**src/rtl/adcpc_pkg.sv**
```systemverilog
package adcpc_pkg;

    typedef enum logic [2:0] {
        ST_OFF,
        ST_STAB,
        ST_IDLE,
        ST_RCAL,
        ST_CAL
    } seq_st_e;

    function automatic int max3(input int a, input int b, input int c);
        int m;
        m = (a > b) ? a : b;
        return (m > c) ? m : c;
    endfunction

endpackage

```
**src/rtl/adcpc_prescaler.sv**
```systemverilog
module adcpc_prescaler #(
    parameter int SEL_W = 2
) (
    input  logic             clk,
    input  logic             rst_n,
    input  logic [SEL_W-1:0] div_sel,
    output logic             tick
);
    localparam int CNT_W = SEL_W + 1;

    logic [CNT_W-1:0] cnt_d, cnt_q;
    logic [CNT_W-1:0] lim;

    always_comb begin
        // terminal count = 2*(sel+1)-1
        lim   = {div_sel, 1'b1};
        tick  = (cnt_q >= lim);
        cnt_d = tick ? '0 : cnt_q + 1'b1;
    end

    always_ff @(posedge clk or negedge rst_n) begin
        if (!rst_n) cnt_q <= '0;
        else        cnt_q <= cnt_d;
    end


    tick_gap_chk: assert property (@(posedge clk) disable iff (!rst_n)
        tick |=> !tick);

endmodule

```
**src/rtl/adcpc_offmon.sv**
```systemverilog
module adcpc_offmon #(
    parameter int OFF_MIN = 2
) (
    input  logic clk,
    input  logic rst_n,
    input  logic is_off,
    input  logic tick,
    output logic long_enough
);
    localparam int OW = $clog2(OFF_MIN + 1) + 1;

    logic [OW-1:0] cnt_d, cnt_q;

    always_comb begin
        long_enough = (cnt_q >= OW'(OFF_MIN));
        if (!is_off)
            cnt_d = '0;
        else if (tick && !long_enough)
            cnt_d = cnt_q + 1'b1;
        else
            cnt_d = cnt_q;
    end

    always_ff @(posedge clk or negedge rst_n) begin
        if (!rst_n) cnt_q <= '0;
        else        cnt_q <= cnt_d;
    end


    off_sat_chk: assert property (@(posedge clk) disable iff (!rst_n)
        cnt_q <= OW'(OFF_MIN));

endmodule

```
**src/rtl/adcpc_seq.sv**
```systemverilog
module adcpc_seq
    import adcpc_pkg::*;
#(
    parameter int STAB_CYC = 12,
    parameter int RCAL_CYC = 4,
    parameter int CAL_CYC  = 20
) (
    input  logic clk,
    input  logic rst_n,
    input  logic pon_wr,
    input  logic poff_wr,
    input  logic rcal_wr,
    input  logic cal_wr,
    input  logic conv_wr,
    input  logic off_long,
    output logic is_off,
    output logic powered,
    output logic ready,
    output logic rcal_busy,
    output logic cal_busy,
    output logic cal_err,
    output logic conv_go
);
    localparam int MAXC = max3(STAB_CYC, RCAL_CYC, CAL_CYC);
    localparam int TW   = $clog2(MAXC + 1);

    typedef struct packed {
        seq_st_e       st;
        logic [TW-1:0] tmr;
        logic          pd_ok;
        logic          err;
    } seq_s;

    seq_s s_d, s_q;

    always_comb begin
        s_d = s_q;
        unique case (s_q.st)
            ST_OFF: begin
                if (cal_wr) s_d.err = 1'b1;
                if (pon_wr) begin
                    s_d.st    = ST_STAB;
                    s_d.tmr   = TW'(STAB_CYC - 1);
                    s_d.pd_ok = off_long;
                end
            end
            ST_STAB: begin
                if (cal_wr) s_d.err = 1'b1;
                if (s_q.tmr == '0) s_d.st  = ST_IDLE;
                else               s_d.tmr = s_q.tmr - 1'b1;
            end
            ST_IDLE: begin
                if (rcal_wr) begin
                    s_d.st  = ST_RCAL;
                    s_d.tmr = TW'(RCAL_CYC - 1);
                end else if (cal_wr) begin
                    if (s_q.pd_ok) begin
                        s_d.st  = ST_CAL;
                        s_d.tmr = TW'(CAL_CYC - 1);
                        s_d.err = 1'b0;
                    end else begin
                        s_d.err = 1'b1;
                    end
                end
            end
            ST_RCAL, ST_CAL: begin
                if (s_q.tmr == '0) s_d.st  = ST_IDLE;
                else               s_d.tmr = s_q.tmr - 1'b1;
            end
            default: s_d.st = ST_OFF;
        endcase
        if (poff_wr) begin
            s_d.st    = ST_OFF;
            s_d.tmr   = '0;
            s_d.pd_ok = 1'b0;
        end
    end

    always_ff @(posedge clk or negedge rst_n) begin
        if (!rst_n) begin
            s_q.st    <= ST_OFF;
            s_q.tmr   <= '0;
            s_q.pd_ok <= 1'b0;
            s_q.err   <= 1'b0;
        end else begin
            s_q <= s_d;
        end
    end

    always_comb begin
        is_off    = (s_q.st == ST_OFF);
        powered   = !is_off;
        ready     = (s_q.st == ST_IDLE);
        rcal_busy = (s_q.st == ST_RCAL);
        cal_busy  = (s_q.st == ST_CAL);
        cal_err   = s_q.err;
        conv_go   = conv_wr && ready;
    end


    ready_pwr_chk: assert property (@(posedge clk) disable iff (!rst_n)
        ready |-> powered);


    busy_excl_chk: assert property (@(posedge clk) disable iff (!rst_n)
        $onehot0({ready, rcal_busy, cal_busy}));


    conv_gate_chk: assert property (@(posedge clk) disable iff (!rst_n)
        conv_go |-> (powered && !rcal_busy && !cal_busy));


    cal_start_chk: assert property (@(posedge clk) disable iff (!rst_n)
        $rose(cal_busy) |-> ($past(cal_wr) && !$past(poff_wr)));


    err_set_chk: assert property (@(posedge clk) disable iff (!rst_n)
        $rose(cal_err) |-> $past(cal_wr));


    abort_chk: assert property (@(posedge clk) disable iff (!rst_n)
        poff_wr |=> !powered);

endmodule

```
**src/rtl/adcpc_top.sv**
```systemverilog
module adcpc_top #(
    parameter int STAB_CYC = 12,
    parameter int RCAL_CYC = 4,
    parameter int CAL_CYC  = 20,
    parameter int OFF_MIN  = 2
) (
    input  logic       clk,
    input  logic       rst_n,
    input  logic [1:0] div_sel,
    input  logic       pon_wr,
    input  logic       poff_wr,
    input  logic       rcal_wr,
    input  logic       cal_wr,
    input  logic       conv_wr,
    output logic       conv_tick,
    output logic       powered,
    output logic       ready,
    output logic       rcal_busy,
    output logic       cal_busy,
    output logic       cal_err,
    output logic       conv_go
);
    logic is_off;
    logic off_long;

    adcpc_prescaler #(.SEL_W(2)) u_div (
        .clk     (clk),
        .rst_n   (rst_n),
        .div_sel (div_sel),
        .tick    (conv_tick)
    );

    adcpc_offmon #(.OFF_MIN(OFF_MIN)) u_offmon (
        .clk         (clk),
        .rst_n       (rst_n),
        .is_off      (is_off),
        .tick        (conv_tick),
        .long_enough (off_long)
    );

    adcpc_seq #(
        .STAB_CYC (STAB_CYC),
        .RCAL_CYC (RCAL_CYC),
        .CAL_CYC  (CAL_CYC)
    ) u_seq (
        .clk       (clk),
        .rst_n     (rst_n),
        .pon_wr    (pon_wr),
        .poff_wr   (poff_wr),
        .rcal_wr   (rcal_wr),
        .cal_wr    (cal_wr),
        .conv_wr   (conv_wr),
        .off_long  (off_long),
        .is_off    (is_off),
        .powered   (powered),
        .ready     (ready),
        .rcal_busy (rcal_busy),
        .cal_busy  (cal_busy),
        .cal_err   (cal_err),
        .conv_go   (conv_go)
    );

endmodule

```
**config.mk**
```make
export PLATFORM = sky130hd
export DESIGN_NAME = adcpc_top
export DESIGN_NICKNAME = d
export VERILOG_FILES = /design/src/rtl/adcpc_pkg.sv /design/src/rtl/adcpc_prescaler.sv /design/src/rtl/adcpc_offmon.sv /design/src/rtl/adcpc_seq.sv /design/src/rtl/adcpc_top.sv
export SDC_FILE = /design/constraint.sdc
export NUM_CORES = 1
export LEC_CHECK = 0
export BUFFER_PORTS_ARGS = -buffer_cell sky130_fd_sc_hd__buf_2
export CAP_MARGIN = 20
export CORE_MARGIN = 2
export CORE_UTILIZATION = 50
export CTS_BUF_LIST = sky130_fd_sc_hd__clkbuf_4
export CTS_CLUSTER_DIAMETER = 100
export DETAILED_ROUTE_END_ITERATION = 10
export GPL_ROUTABILITY_DRIVEN = 0
export PLACE_DENSITY = 0.72
export SLEW_MARGIN = 0
export SYNTH_ARGS = -nofsm -noshare
export SYNTH_HDL_FRONTEND = slang
export SYNTH_SLANG_ARGS = --single-unit
```
**constraint.sdc**
```tcl
create_clock -name clk -period 2.4 [get_ports clk]
set_input_delay 0.36 -clock clk [delete_from_list [all_inputs] [get_ports clk]]
set_output_delay 0.36 -clock clk [all_outputs]
set_load 0.05 [all_outputs]
```
# Word-level counts from Yosys, hierarchy flattened
# Cells that the tools add are included.
[totals]
register_bits = 16
in_bits = 9
out_inout_bits = 7
elab_cells = 58
[classes]
n_addsub = 3
order_cmp = 2
eq_ne = 13
mux = 18
n_reduce_logical = 16
[op_table]
columns = ["cell", "count"]
rows = [
  ["8-bit 2-to-1 mux", 3],
  ["9-bit 2-to-1 mux", 2],
  ["5-bit one-hot mux with 3 select lines", 1],
  ["3-bit 2-to-1 mux", 4],
  ["3-bit one-hot mux with 3 select lines", 1],
  ["4-bit AND reduction", 2],
  ["3-bit by 1-bit adder with 3-bit output, second input constant", 2],
  ["3-bit by 2-bit equality test with 1-bit output, second input constant", 2],
  ["2-bit != test, second input constant", 3],
  ["3-bit != test, second input constant", 2],
  ["2-bit nonzero test", 3],
  ["5-bit zero test", 1],
  ["1-bit 2-to-1 mux", 5],
  ["5-bit 2-to-1 mux", 1],
  ["5-bit AND reduction", 1],
  ["5-bit by 1-bit subtractor with 5-bit output, second input constant", 1],
  ["4-bit by 3-bit != test with 1-bit output, second input constant", 1],
  ["4-bit != test, second input constant", 1],
  ["4-bit nonzero test", 1],
  ["3-bit by 1-bit equality test with 1-bit output, second input constant", 1],
  ["3-bit equality test, second input constant", 1],
  ["3-bit by 2-bit >= comparator with 1-bit output, second input constant", 1],
  ["3-bit >= comparator", 1],
  ["3-bit zero test", 1],
  ["8 further kinds", 10],
]

# Logic depth before layout (Yosys ltp)
# Gate-level depths: netlist of run 1.
[depth]
depth_word = 5
mapped_depth = 7
depth_no_buf = 7

# By module
# Synthesis of run 1 repeated with hierarchy kept, for this count alone.
[hier_totals]
hier_cells = 102
hier_area_um2 = 1024.7
[by_module_without_submodules]
columns = ["module", "n_inst", "cells_each", "area_per_inst_um2", "seq_area_each_um2"]
rows = [
  ["adcpc_seq", 1, 74, 689.4, 250.2],
  ["adcpc_prescaler", 1, 15, 176.4, 75.1],
  ["adcpc_offmon", 1, 13, 158.9, 75.1],
]

# Worst setup path after synthesis of run 1
# OpenSTA, ideal clock, no wires.
[synth_path]
kind = "flip-flop to output port"
from = "reg u_seq.s_q[8] (netlist name)"
to = "out conv_go"
arrival_ns = 1.870
required_time_ns = 2.040
slack_ns = 0.170
stages_incl_launch_ff = 3
n_path_buf = 0
path_cell_list = "dfrtp_1 -> nor3b_2 -> and2_1"
[synth_via]
elab_chain_len = 2
[synth_lines]
columns = ["item", "line_no", "text"]
rows = [
  ["start: declaration", "adcpc_seq.sv:34", "seq_s s_d, s_q;"],
  ["3-bit by 2-bit equality test with 1-bit output", "adcpc_seq.sv:93", "ready = (s_q.st == ST_IDLE);"],
  ["named net ready", "adcpc_top.sv:17", "output logic ready,"],
  ["1-bit logical AND", "adcpc_seq.sv:97", "conv_go = conv_wr && ready;"],
  ["end: declaration", "adcpc_top.sv:21", "output logic conv_go"],
]
# The timed path passes the listed nets, and every way through them passes these cells.

# Worst setup path after layout of run 1
[layout_path]
from = "reg u_div.cnt_q[1]"
to = "out conv_tick"
[layout_via]
elab_chain_len = 1
[layout_lines]
columns = ["item", "line_no", "text"]
rows = [
  ["start: declaration", "adcpc_prescaler.sv:11", "logic [CNT_W-1:0] cnt_d, cnt_q;"],
  ["start signal: assignment", "adcpc_prescaler.sv:23", "else cnt_q <= cnt_d;"],
  ["3-bit >= comparator", "adcpc_prescaler.sv:17", "tick = (cnt_q >= lim);"],
  ["end: declaration", "adcpc_top.sv:15", "output logic conv_tick,"],
]
# No other way between the ends.

==> results.txt, run 1 <==
----------------------------------------------------
[Outcome]
  Run status ... completed

[Hold path]
  Worst hold endpoint ... u_seq.s_q[1]
  Depth of the worst hold-timing path ... 2
  Min-delay worst type ... in -> reg
  Launch instance of the worst min-delay path ... pon_wr

[Floorplanning]
  Core Region ... 1960 um2
  Starting Density ... a little over half
  Overall die width ... 49.7 um
  Die height ... 49.7 um
  Number of rows in the core area ... 16
  I/O pins ... 16
  Area of the die ... 2470 um2

[Critical path]
  Worst Reg2Reg Path Length in Cells ... 5
  Sort of element at the start of the critical path ... register
  Worst setup EP type ... output port
  Data arrival time of the critical path ... ~1800 ps
  FF-to-FF Start ... u_seq.s_q[7]
  Reg2Reg Capture Point ... u_seq.s_q[7]
  Worst-path fanout max ... 5
  FF-to-FF setup slack ... approximately 550 ps
  Critical path class ... reg -> out
  Worst path required time ... 2040 ps

[Power and ir drop]
  Switching Share ... 46.7%
  Clock network power share ... around 11%
  Cell leakage power ... ~0.57 nW
  Power density over cell area ... 1110 nW/um2
  Maximum VDD drop ... between 0.6 and 0.7 mV
  Internal power component ... 0.000686 W
  Relative contribution of sequential cells to total power ... 36.2%
  Part of the total power dissipated in combinational logic ... 52.5%
  Power spent charging and discharging nets ... 0.000602 W

[Finish]
  Number of diodes ... 0
  Area Growth Syn to Fin ... 11.0%
  Layout net count ... between 100 and 150
  Design area ... 1160 um2
  Proportion of layout cells with a drive suffix above 1 ... approximately a quarter

[STA]
  Final Worst Setup Slack ... 212 ps
  Final period utilization ... 91.2%
  Slew Viols, Final ... 0
  Sum of negative setup slack ... 0 ps
  Hold violation count in the final report ... 0
  Finish-stage setup viols ... 0
  Max-slew headroom at the worst pin ... 70.2%
  RSZ-0062 raised after global routing ... no
  Worst-margin pin slew ... 446 ps
  Fmax ... 457 MHz
  Post-layout min period ... between 2000 and 2500 ps
  Setup skew after layout ... 3.49 ps

[Clock tree]
  Number of levels in the clock H-tree ... 1
  TritonCTS clock tree ... yes
  CTS Root Cell ... sky130_fd_sc_hd__clkbuf_4
  Clock-pin transition on the worst setup and hold timing paths ... 90 ps
  Num CTS Buffers ... 3
  Number of sinks driven by the clock tree ... 16
  CTS max path bufs ... 2
  Setup repair bufs after CTS ... 0
  Clock latency on the worst-skew pair ... 290 ps

[Routing]
  Via-per-instance ratio ... 5.78
  DRT antenna net count ... 0
  Drt initial violations ... 16
  Total wirelength of the detailed-routed design ... around 2000 um
  Overall via count from detail_route ... between 800 and 900
  WL per Instance ... 13.7 um
  Number of iterations in the first detailed-routing pass ... 5
  Count of unresolved DRC violations after routing ... 0

[Place]
  HPWL Detailed ... between 1500 and 2000 um
  Dpl cell area ... roughly 1100 um2
  DP Worst Slack ... 438 ps
  PortBufs ... 15

[Synthesis]
  Netlist area before placement ... 1040 um2
  YS warnings ... 0
  Cells after Synth ... around 100
  Top FF cell, synth ... sky130_fd_sc_hd__dfrtp_1
  Flip-flop and latch count after synthesis ... 16
  Library cell with the largest summed area after synthesis ... sky130_fd_sc_hd__dfrtp_1
  Synthesized netlist net count ... 120
  Top post-synthesis cells by area ... sky130_fd_sc_hd__dfrtp_1 (38%), sky130_fd_sc_hd__ha_1 (8.4%), sky130_fd_sc_hd__buf_6 (3.2%)
  Number of flops mapped to enable cells by yosys ... 0
  Share of async-settable or async-resettable flops after synthesis ... 100%
  Synthesized area divided by synthesized cell count ... 10.0 um2
  Area share of the leading cell type in the synthesized netlist ... a little under two fifths
  Proportion of synthesized chip area in sequential cells ... 38.4%
  Count of cell types in the netlist ... 39

[GRT]
  Via count of the first global-routing pass ... between 800 and 900
  Maximum number of pins on one net before global-route repair ... 17
  Initial antenna violation count ... 0
  Aggregate global-route resource usage ... a little under a fifth
  GR Overflow Total ... 0
  Wire length of the first global-routing pass ... 3500 um

[Job]
  Maximum capacitance violations ... 0

----------------------------------------------------
## per-layer routing
| metal | global-route usage [%] | wire length, um |
|---|---|---|
| met1 | 23.5 | 960 |
| met2 | 30.9 | 934 |
| met3 | 3.64 | 87 |
| met4 | 8.33 | 46 |
| met5 | 0 | 0 |
## timing repair
item | in CTS | in global routing
hold endpoints to repair | 16 | 0
gates resized for setup | 0 | 0
hold buffers | 1 | 0
## state kept, by name (all words and copies together) (netlist names)
register / flops
u_div.cnt_q: 3
u_seq.cal_err: 1
u_offmon.cnt_q: 3
u_seq.s_q: 9
## cells in the mapped netlist, types with 2 or more instances
library cell,count
sky130_fd_sc_hd__dfrtp_1,16
sky130_fd_sc_hd__inv_1,8
sky130_fd_sc_hd__ha_1,7
sky130_fd_sc_hd__nor2_1,7
sky130_fd_sc_hd__o21ai_0,5
sky130_fd_sc_hd__a21oi_1,4
sky130_fd_sc_hd__nor3_1,4
sky130_fd_sc_hd__a21o_1,3
sky130_fd_sc_hd__and2_1,3
sky130_fd_sc_hd__buf_6,3
sky130_fd_sc_hd__nor3b_1,3
sky130_fd_sc_hd__or3_1,3
sky130_fd_sc_hd__a211oi_1,2
sky130_fd_sc_hd__a41oi_1,2
sky130_fd_sc_hd__and2b_2,2
sky130_fd_sc_hd__mux2_1,2
sky130_fd_sc_hd__nand2_1,2
sky130_fd_sc_hd__nand3_1,2
sky130_fd_sc_hd__nand4_1,2
sky130_fd_sc_hd__nor3b_2,2
sky130_fd_sc_hd__o2111ai_1,2
sky130_fd_sc_hd__o21a_1,2
sky130_fd_sc_hd__o2bb2ai_1,2
## per-stage QoR
stage / power, W / instances / hold slack (ps) / utilization (%)
final: 0.00129 / 148 / 292 / 59.1
after global routing: 0.00140 / 148 / 282 / 59.1
after CTS: 0.00129 / 148 / 285 / 59.1
after detailed placement: 0.00115 / 143 / 292 / 57.2
after global placement: 0.00112 / 143 / 292 / 57.2
after floorplan: 0.00100 / 104 / 64.4 / -
## worst max path at each step
stage	start	depth (start not counted)	to	slack, ps
final	u_div.cnt_q[1]	5	conv_tick	210
after global routing	u_div.cnt_q[1]	5	conv_tick	110
after CTS	u_div.cnt_q[1]	5	conv_tick	210
after detailed placement	div_sel[0]	7	conv_tick	440
after global placement	div_sel[0]	7	conv_tick	490
after floorplan	u_seq.s_q[8]	2	conv_go	170
## area by class of cell
cell class	instances	area, um2
flip-flops and latches	16	400
clock buffers	3	22.5
repair buffers	17	92.6
well taps	27	33.8
inverters	9	33.8
clock inverters	1	3.75
fillers	183	803
multi-input cells	75	572
## cells in the final DEF (no fill, tap or decap), types with 2 or more instances in the layout
master                       n
sky130_fd_sc_hd__a21oi_1     4
sky130_fd_sc_hd__nor3_1      4
sky130_fd_sc_hd__nand3_1     2
sky130_fd_sc_hd__inv_1       8
sky130_fd_sc_hd__or3_1       3
sky130_fd_sc_hd__o2bb2ai_1   2
sky130_fd_sc_hd__dfrtp_1    16
sky130_fd_sc_hd__and2b_2     2
sky130_fd_sc_hd__o21a_1      2
sky130_fd_sc_hd__clkbuf_4    3
sky130_fd_sc_hd__a211oi_1    2
sky130_fd_sc_hd__mux2_1      2
sky130_fd_sc_hd__buf_2      15
sky130_fd_sc_hd__and2_1      3
sky130_fd_sc_hd__nor2_1      7
sky130_fd_sc_hd__nand4_1     2
sky130_fd_sc_hd__a21o_1      3
sky130_fd_sc_hd__nand2_1     2
sky130_fd_sc_hd__a41oi_1     2
sky130_fd_sc_hd__nor3b_1     3
sky130_fd_sc_hd__o2111ai_1   2
sky130_fd_sc_hd__ha_1        7
sky130_fd_sc_hd__nor3b_2     2
sky130_fd_sc_hd__o21ai_0     5
## power by group through the flow
| stage | Combinational (W) | Sequential, W | Clock [W] |
|---|---|---|---|
| 5_1_grt | 0.000754 | 0.000478 | 0.000164 |
| 4_1_cts | 0.000682 | 0.000463 | 0.000150 |
| 3_3_place_gp | 0.000655 | 0.000464 | 0 |
| 2_1_floorplan | 0.000574 | 0.000429 | 0 |
| 3_5_place_dp | 0.000678 | 0.000469 | 0 |
| 6_report | 0.000676 | 0.000466 | 0.000145 |
## critical path, cell delays in order, from the launching register on
cell                      delay, ps
sky130_fd_sc_hd__dfrtp_1        400
sky130_fd_sc_hd__ha_1           270
sky130_fd_sc_hd__a21o_1         170
sky130_fd_sc_hd__a21oi_1        290
sky130_fd_sc_hd__inv_1          170
sky130_fd_sc_hd__buf_2          240
## logic make-up after synthesis
kind of cell / synth area share (%)
and+or+nand+nor: 21.6
AOI/OAI and AO/OA: 21.8
DFF: 38.4
buffers and inverters: 6.83
adders and majority gates: 8.39
muxes: 2.16
xor gates and xnor gates: 0.839
No activity file was read; power rests on OpenSTA's default activity.
==> inputs of run 2 (changes only) <==
- PLACE_DENSITY: 0.72 -> not set
- PLACE_DENSITY_LB_ADDON: not set -> 0.25
- clock period: 2.4 -> 2.7 ns (I/O delays scaled with it)
==> run 2 against run 1 <==
  * Count of clock-buffer cells in the layout unchanged
  * Utilization decreased by 0.51 points
  * Critical path type unchanged
  * Critical endpoint unchanged
  * Highest routed layer unchanged
  * Via count decreased by 2.0%
  * Die area unchanged
  * Sequential share of layout area increased by 0.30 points
  * Critical path depth unchanged
  * Largest power group unchanged
==> results.txt, run 2 (same netlist as run 1, synthesis figures left out) <==
----------------------------------------------------
[Outcome]
  Run status ... completed

[Critical path]
  Critical path class ... reg -> out
  Worst Reg2Reg Path Length in Cells ... 5
  Data arrival time of the critical path ... between 1500 and 2000 ps
  Reg2Reg Capture Point ... u_seq.s_q[7]
  Worst setup EP type ... output port
  Worst-path fanout max ... 5
  Number of cells on the critical path ... 5
  Critical-path cell list ... ha_1, a21o_1, a21oi_1, inv_1, buf_2
  Biggest cell delay along the critical path ... 400 ps
  FF-to-FF Start ... u_seq.s_q[9]
  Highest-delay cell along the critical path ... sky130_fd_sc_hd__dfrtp_1
  FF-to-FF setup slack ... 790 ps
  Worst path required time ... 2300 ps
  Family with the most delay on the worst path ... compound AO/OA/AOI/OAI gates
  Sort of element at the start of the critical path ... register
  Buf/Inv on CP ... 2

[Routing]
  Overall via count from detail_route ... 838
  Count of unresolved DRC violations after routing ... 0
  Number of iterations in the first detailed-routing pass ... 4
  DRT antenna net count ... 0
  Via-per-instance ratio ... around 5.7
  WL per Instance ... approximately 14 um
  Total wirelength of the detailed-routed design ... 2000 um
  Drt initial violations ... 15

[Place]
  DP Worst Slack ... 694 ps
  HPWL Detailed ... 1550 um
  Dpl cell area ... 1120 um2
  PortBufs ... 15

[Power and ir drop]
  Total power ... roughly 0.0011 W
  Clock network power share ... 11.0%
  Power spent charging and discharging nets ... 0.000529 W
  Cell leakage power ... 0.564 nW
  Switching Share ... 46.5%
  Internal power component ... 0.000607 W
  Power density over cell area ... between 900 and 1000 nW/um2
  Part of the total power dissipated in combinational logic ... 52.6%
  Maximum VDD drop ... 0.576 mV
  Relative contribution of sequential cells to total power ... between 30% and 40%

[Finish]
  Layout net count ... 137
  Area Growth Syn to Fin ... 10.1%
  Top Registers ... u_seq.s_q (9), u_div.cnt_q (3), u_offmon.cnt_q (3)
  Layout fillers ... ~200
  Design area ... 1150 um2
  Number of diodes ... 0
  Most frequent standard cell in the layout excluding fill and tap cells ... sky130_fd_sc_hd__dfrtp_1
  Proportion of layout cells with a drive suffix above 1 ... 25.0%
  Top library cells by usage in the layout, fill and taps aside ... sky130_fd_sc_hd__dfrtp_1 (16), sky130_fd_sc_hd__buf_2 (15), sky130_fd_sc_hd__inv_1 (8), sky130_fd_sc_hd__nor2_1 (7), sky130_fd_sc_hd__ha_1 (7)
  Reg with most FFs ... u_seq.s_q
  Max FFs per register ... 9

[Clock tree]
  TritonCTS clock tree ... yes
  Hold buffer count at CTS ... 0
  Setup repair bufs after CTS ... 0
  Clock-pin transition on the worst setup and hold timing paths ... ~100 ps
  Number of sinks driven by the clock tree ... 16
  CTS max path bufs ... 2
  Num CTS Buffers ... 3
  Clock latency on the worst-skew pair ... 280 ps
  Number of levels in the clock H-tree ... 1
  CTS-repair resized insts ... 0
  CTS Root Cell ... sky130_fd_sc_hd__clkbuf_4

[GRT]
  Maximum number of pins on one net before global-route repair ... 17
  Aggregate global-route resource usage ... 18.0%
  Wire length of the first global-routing pass ... about 3500 um
  GR Overflow Total ... 0
  Initial antenna violation count ... 0
  Via count of the first global-routing pass ... 840

[STA]
  Final period utilization ... approximately four fifths
  Sum of negative setup slack ... 0 ps
  Post-layout min period ... 2160 ps
  Worst-margin pin slew ... 467 ps
  RSZ-0062 raised after global routing ... no
  Fmax ... about 460 MHz
  Hold slack final ... 24.3 ps
  Finish-stage setup viols ... 0
  Final Worst Setup Slack ... roughly 540 ps
  Hold violation count in the final report ... 0
  Setup skew after layout ... 8.60 ps
  Max-slew headroom at the worst pin ... 68.8%
  Slew Viols, Final ... 0

[Floorplanning]
  Die height ... 49.7 um
  Core Region ... ~2000 um2
  Overall die width ... 49.7 um
  Starting Density ... 53.2%
  Area of the die ... 2470 um2
  I/O pins ... 16
  Number of rows in the core area ... 16

[Job]
  Maximum capacitance violations ... 0

[Hold path]
  Min-delay worst type ... in -> async

----------------------------------------------------
[run 2: changes by cell type in the layout (fill, tap and decap cells not counted)]
cell,previous run,this run
sky130_fd_sc_hd__dlygate4sd3_1,1,0
[run 2: layout make-up]
cell class | count | area, um2 | area share, %
Multi-Input combinational cell | 75 | 572 | 49.8
Clock buffer | 3 | 22.5 | 1.96
Inverter | 9 | 33.8 | 2.94
Clock inverter | 1 | 3.75 | 0.327
Timing Repair Buffer | 16 | 82.6 | 7.19
Sequential cell | 16 | 400 | 34.9
Tap cell | 27 | 33.8 | 2.94
[run 2: how the worst max path moves through the flow]
| stage | startpoint | end |
|---|---|---|
| 3_5_place_dp | div_sel[0] | conv_tick |
| 4_1_cts | u_div.cnt_q[1] | conv_tick |
| 5_1_grt | u_div.cnt_q[1] | conv_tick |
| 6_report | u_div.cnt_q[1] | conv_tick |
| 2_1_floorplan | u_seq.s_q[8] | conv_go |
| 3_3_place_gp | div_sel[0] | conv_tick |
[run 2: per-layer routing]
metal / vias to the layer above / track usage, % / part of all wire [%]
met5: - / 0 / 0
met4: 0 / 5.56 / 0.65
met3: 2 / 1.82 / 3.1
met2: 12 / 32.0 / 48
met1: 406 / 22.7 / 49
li1: 418 / - / -
[run 2: through the flow]
step	utilization, %	cells
floorplan	-	104
global placement	57.2	143
detailed placement	57.2	143
CTS	58.5	147
global route	58.5	147
finish	58.5	147
[run 2: worst reg2reg max path, cell delays in order, from the launching register on]
cell                       delay [ps]
sky130_fd_sc_hd__dfrtp_1          510
sky130_fd_sc_hd__nor3_4           290
sky130_fd_sc_hd__inv_2             80
sky130_fd_sc_hd__or3_1            440
sky130_fd_sc_hd__o211ai_2         130
sky130_fd_sc_hd__mux2_1           340
[run 2: power by group through the flow]
stage | Combinational (W) | Sequential, W | Clock (W)
2_1_floorplan | 0.000510 | 0.000382 | 0
3_3_place_gp | 0.000581 | 0.000414 | 0
3_5_place_dp | 0.000596 | 0.000417 | 0
4_1_cts | 0.000599 | 0.000412 | 0.000129
5_1_grt | 0.000664 | 0.000429 | 0.000138
6_report | 0.000598 | 0.000414 | 0.000124
